==> src/rtl/rng_hex_pkg.sv <==
package rng_hex_pkg;

   typedef logic [6:0] seg7_t;

   // Active-high 7-segment code, bit 0 = segment a ... bit 6 = segment g
   function automatic seg7_t hex_to_seg7(input logic [3:0] nib);
      seg7_t s;
      case (nib)
         4'h0: s = 7'h3F;
         4'h1: s = 7'h06;
         4'h2: s = 7'h5B;
         4'h3: s = 7'h4F;
         4'h4: s = 7'h66;
         4'h5: s = 7'h6D;
         4'h6: s = 7'h7D;
         4'h7: s = 7'h07;
         4'h8: s = 7'h7F;
         4'h9: s = 7'h6F;
         4'hA: s = 7'h77;
         4'hB: s = 7'h7C;
         4'hC: s = 7'h39;
         4'hD: s = 7'h5E;
         4'hE: s = 7'h79;
         default: s = 7'h71;
      endcase
      return s;
   endfunction

endpackage

==> src/rtl/rng_lfsr.sv <==
// Fibonacci shift register: shifts toward MSB, feedback enters at bit 0.
module rng_lfsr #(
   parameter int unsigned   W    = 8,
   parameter logic [W-1:0]  TAPS = 8'hB8,
   parameter logic [W-1:0]  SEED = 8'h01
) (
   input  logic         clk_i,
   input  logic         rst_n,
   input  logic         step_i,
   output logic [W-1:0] state_o
);
   if (W < 3) begin : g_bad_width
      $error("rng_lfsr: width must be at least 3");
   end
   if (SEED == '0) begin : g_bad_seed
      $error("rng_lfsr: seed must be nonzero");
   end
   if (TAPS[W-1] != 1'b1) begin : g_bad_taps
      $error("rng_lfsr: tap mask must include the MSB");
   end

   logic [W-1:0] state_q;
   logic         fb;

   assign fb = ^(state_q & TAPS);

   always_ff @(posedge clk_i or negedge rst_n) begin
      if (!rst_n) begin
         state_q <= SEED;
      end else if (step_i) begin
         state_q <= {state_q[W-2:0], fb};
      end
   end

   assign state_o = state_q;
endmodule

==> src/rtl/rng_pair_select.sv <==
// Bank of 2:1 selectors: out[i] = data[2i + sel[i]].
module rng_pair_select #(
   parameter int unsigned OUT_W = 8,
   localparam int unsigned IN_W = 2 * OUT_W
) (
   input  logic [IN_W-1:0]  data_i,
   input  logic [OUT_W-1:0] sel_i,
   output logic [OUT_W-1:0] out_o
);
   if (OUT_W < 1) begin : g_bad_w
      $error("rng_pair_select: OUT_W must be positive");
   end

   for (genvar i = 0; i < OUT_W; i++) begin : g_mux
      assign out_o[i] = sel_i[i] ? data_i[2*i+1] : data_i[2*i];
   end
endmodule

==> src/rtl/rng_hex_seg.sv <==
// Splits a value into nibbles and decodes each onto one display.
module rng_hex_seg
   import rng_hex_pkg::*;
#(
   parameter int unsigned VAL_W  = 8,
   localparam int unsigned DIGITS = VAL_W / 4,
   localparam int unsigned SEG_W  = 7 * DIGITS
) (
   input  logic [VAL_W-1:0] val_i,
   output logic [SEG_W-1:0] seg_o
);
   if (VAL_W % 4 != 0 || VAL_W == 0) begin : g_bad_w
      $error("rng_hex_seg: VAL_W must be a nonzero multiple of 4");
   end

   for (genvar d = 0; d < DIGITS; d++) begin : g_digit
      assign seg_o[7*d +: 7] = hex_to_seg7(val_i[4*d +: 4]);
   end
endmodule

==> src/rtl/dual_lfsr_hex_rng.sv <==
module dual_lfsr_hex_rng #(
   parameter int unsigned        DATA_W    = 16,
   parameter int unsigned        SEL_W     = 8,
   parameter logic [DATA_W-1:0]  DATA_TAPS = 16'hB400,
   parameter logic [DATA_W-1:0]  DATA_SEED = 16'hACE1,
   parameter logic [SEL_W-1:0]   SEL_TAPS  = 8'hB8,
   parameter logic [SEL_W-1:0]   SEL_SEED  = 8'h01,
   localparam int unsigned       SEG_W     = 7 * (SEL_W / 4)
) (
   input  logic             clk_i,
   input  logic             rst_n,
   input  logic             en_i,
   output logic [SEG_W-1:0] seg_o
);
   if (DATA_W != 2 * SEL_W) begin : g_bad_ratio
      $error("dual_lfsr_hex_rng: DATA_W must be twice SEL_W");
   end
   if (SEL_W % 4 != 0) begin : g_bad_sel
      $error("dual_lfsr_hex_rng: SEL_W must be a multiple of 4");
   end

   logic [DATA_W-1:0] st_data;
   logic [SEL_W-1:0]  st_sel;
   logic [SEL_W-1:0]  rnd;

   rng_lfsr #(.W(DATA_W), .TAPS(DATA_TAPS), .SEED(DATA_SEED)) u_data_lfsr (
      .clk_i   (clk_i),
      .rst_n   (rst_n),
      .step_i  (en_i),
      .state_o (st_data)
   );

   rng_lfsr #(.W(SEL_W), .TAPS(SEL_TAPS), .SEED(SEL_SEED)) u_sel_lfsr (
      .clk_i   (clk_i),
      .rst_n   (rst_n),
      .step_i  (en_i),
      .state_o (st_sel)
   );

   rng_pair_select #(.OUT_W(SEL_W)) u_select (
      .data_i (st_data),
      .sel_i  (st_sel),
      .out_o  (rnd)
   );

   rng_hex_seg #(.VAL_W(SEL_W)) u_seg (
      .val_i (rnd),
      .seg_o (seg_o)
   );
endmodule

==> config.mk <==
export PLATFORM = sky130hd
export DESIGN_NAME = dual_lfsr_hex_rng
export DESIGN_NICKNAME = d
export VERILOG_FILES = /design/src/rtl/rng_hex_pkg.sv /design/src/rtl/rng_lfsr.sv /design/src/rtl/rng_pair_select.sv /design/src/rtl/rng_hex_seg.sv /design/src/rtl/dual_lfsr_hex_rng.sv
export SDC_FILE = /design/constraint.sdc
export NUM_CORES = 1
export LEC_CHECK = 0
export ABC_AREA = 1
export CAP_MARGIN = 25
export CORE_MARGIN = 10
export CORE_UTILIZATION = 57
export CTS_CLUSTER_SIZE = 28
export DETAILED_ROUTE_END_ITERATION = 7
export PLACE_DENSITY = 0.79
export SETUP_SLACK_MARGIN = 0.1
export SLEW_MARGIN = 10
export SYNTH_ARGS = -nofsm -noshare
export SYNTH_HDL_FRONTEND = slang
export SYNTH_SLANG_ARGS = --single-unit
==> constraint.sdc <==
create_clock -name clk_i -period 2 [get_ports clk_i]
set_input_delay 0.2 -clock clk_i [delete_from_list [all_inputs] [get_ports clk_i]]
set_output_delay 0.2 -clock clk_i [all_outputs]
set_load 0.02 [all_outputs]
==> flow_metrics.env <==
export IMPL_seqCellArea_um2=613.1
export IMPL_io_pins=17
export IMPL_grt_pass1_wl_mm=7.058
export IMPL_worstPathRequired_ps=1800
export IMPL_critPathMaxFanout=4
export IMPL_worstSetupPathType="register to primary output"
export IMPL_fin_skew_ps=14.70
export IMPL_start_kind="register"
export IMPL_ys_seq_area_frac=0.3488
export IMPL_crit_path_end_kind="primary output"
export IMPL_initialDrtViolationCount=187
export IMPL_clockBufferDepth=2
export IMPL_drc=0
export IMPL_cts_sinks=24
export IMPL_powerDensity_nw_per_um2=1380
export IMPL_yosysMostFrequentCell="nand2_1"
export IMPL_synth_ff_type="dfrtp_1"
export IMPL_insertion_delay_ps=330
export IMPL_yosys_top_cells_area="nand2_1, dfrtp_1, dfstp_2"
export IMPL_drive_above_1_share=0.3974
export IMPL_cts_buffers=3
export IMPL_multiInputGateArea_um2=1299
export IMPL_violations="setup timing"
export IMPL_routed_wire_length_per_instance_um=15.45
export IMPL_met3_length_um=442
export IMPL_arrival_ps=1850
export IMPL_relSlewSlack=0.5932
export IMPL_wl_met2_mm=2.534
export IMPL_fmax_mhz=488.2
export IMPL_core_um2=3003
export IMPL_gp_congestion=0.8518
export IMPL_synthArstFlopShare=1.000
export IMPL_max_cap_viol_count=0
export IMPL_rsz0062_at_grt="yes"
export IMPL_fin_nets=330
export IMPL_dr_pass1_iters=5
export IMPL_grt_ovfl_total=0
export IMPL_r2r_slack_ps=750
export IMPL_synth_edf_count=0
export IMPL_cts_root_buf="clkbuf_4"
export IMPL_min_period_over_period=1.024
export IMPL_synth_warnings=0
export IMPL_drtAntennaViolNets=0
export IMPL_min_period_ps=2048
export IMPL_netlist_area_leader_share=0.3252
export IMPL_dieWidth_um=75.48
export IMPL_rows=20
export IMPL_hold_class="input pin to async pin"
export IMPL_final_core_utilization=0.8421
export IMPL_syn_area_um2=1754
export IMPL_start_util=0.5842
export IMPL_avgSynthCellArea_um2=6.473
export IMPL_tightest_slew_ps=608.2
export IMPL_setup_viol=2
export IMPL_ys_ff_latch=24
export IMPL_cts_hold_buf=0
export IMPL_fillers=149
export IMPL_syn_nets=288
export IMPL_grtUsageTotal=0.1535
export IMPL_n_antenna_cell=0
export IMPL_viasPerCell=5.516
export IMPL_met1_length_mm=2.245
export IMPL_io_buffers=16
export IMPL_antenna_found_initial=0
export IMPL_status="finished with violations"
export IMPL_p_leak_nw=1.279
export IMPL_num_vias=1903
export IMPL_setup_ws_ps=-48.19
export IMPL_ir_drop_v=0.0008993
export IMPL_cts_max_level=1
export IMPL_total_power_mw=3.489
export IMPL_synth_common_cells="nand2_1, inv_1, o21ai_0, dfrtp_1, ha_1"
export IMPL_hold_viol=0
export IMPL_wirelength_mm=5.329
export IMPL_yosys_area_top_type="nand2_1"
export IMPL_die_area_um2=5696
export IMPL_slew_violations=0
export IMPL_clk_pin_slew_worst_paths_ps=140
export IMPL_ys_types=17
export IMPL_cts_tree="done"
export IMPL_grt_pass1_vias=1634
export IMPL_dpl_hpwl_mm=2.853
export IMPL_syn_inst=271
export IMPL_top_layer="met4"
export IMPL_dieHeight_um=75.48
export IMPL_syn2layout_area_growth_pct=44.15
export IMPL_grt_max_degree=25
[cell usage in the layout, fill, tap and decap left out, types with 2 or more instances in the layout]
cell / instances
ha_2: 3
ha_4: 11
clkdlybuf4s50_1: 2
inv_1: 20
nand3b_1: 2
o21ai_0: 22
buf_6: 22
nand2_2: 24
clkbuf_4: 3
nor2_1: 4
dfrtp_1: 14
o21ai_2: 5
nand3_1: 3
nand2_4: 11
buf_4: 17
inv_2: 11
dfstp_2: 9
nand2_1: 120
nand3_2: 3
[where the power goes]
part           leakage, nW  switching, mW  internal (mW)
Sequential           0.288          0.138          0.635
Combinational        0.963           1.35           1.01
Clock               0.0279          0.154          0.203
Total                 1.28           1.64           1.84
[critical path, cell delays in order (launching register included)]
cell	delay (ps)
dfstp_2	600
buf_6	110
nand2_4	50
nand2_4	100
ha_4	150
inv_2	40
nand2_2	80
nand2_1	50
nand2_1	80
nand2_1	90
buf_6	140
[what timing repair did]
| action | CTS | global route |
|---|---|---|
| setup buffers | 5 | 3 |
| pin swaps | 16 | 30 |
| endpoints found under the setup margin | 14 | 14 |
| resized for setup | 116 | 53 |
[path summary, 6_finish.rpt]
path                                               from                 endpoint  depth (start not counted)
worst max-delay path              u_sel_lfsr.state_o[0]                 seg_o[3]                         10
min in group clk_i              u_data_lfsr.state_o[14]  u_data_lfsr.state_o[15]                          2
worst min-delay path                              rst_n   u_data_lfsr.state_o[1]                          2
max in group asynchronous                         rst_n  u_data_lfsr.state_o[15]                          2
worst max register to register  u_data_lfsr.state_o[10]   u_data_lfsr.state_o[0]                          8
worst min register to register  u_data_lfsr.state_o[14]  u_data_lfsr.state_o[15]                          2
[logic make-up (layout without fill, tap and decap cells)]
logic type,after synthesis,after routing,synth area share
AOI/OAI and AO/OA,28,28,0.08845
adders and majority gates,14,14,0.09986
buffers and inverters,37,78,0.08345
DFF,24,24,0.3488
and+or+nand+nor,168,168,0.3795
[per-layer routing]
metal | vias to the layer above | global-route usage
li1 | 907 | -
met1 | 880 | 0.1954
met2 | 102 | 0.2512
met3 | 14 | 0.02474
met4 | 0 | 0.06392
met5 | - | 0
[area by class of cell]
type,count,area share
tap,33,0.01633
sequential,24,0.2425
inverter,32,0.04849
clock buffer,3,0.008906
multi-input combinational,210,0.5136
timing repair buffer,42,0.1583
clock inverter,1,0.01188
[state kept, by name (all words and copies together), names as in the netlist]
| signal | count |
|---|---|
| u_data_lfsr.state_o | 16 |
| u_sel_lfsr.state_o | 8 |
[per-stage QoR]
step / hold WS [ps] / worst slack, ps / std cells / setup TNS (ps) / cell area (µm²)
finish: 197.5 / -48.19 / 345 / -69.91 / 2529
floorplan: -95.59 / 402.3 / 271 / 0 / 1754
detailed placement: 484.5 / -116.8 / 334 / -571.3 / 2074
global route: 207.9 / -144.9 / 345 / -606.4 / 2529
CTS: 218.1 / 66.06 / 343 / 0 / 2315
global placement: 467.6 / -49.99 / 334 / -227.1 / 2074
(Power assumes the default switching activity.)
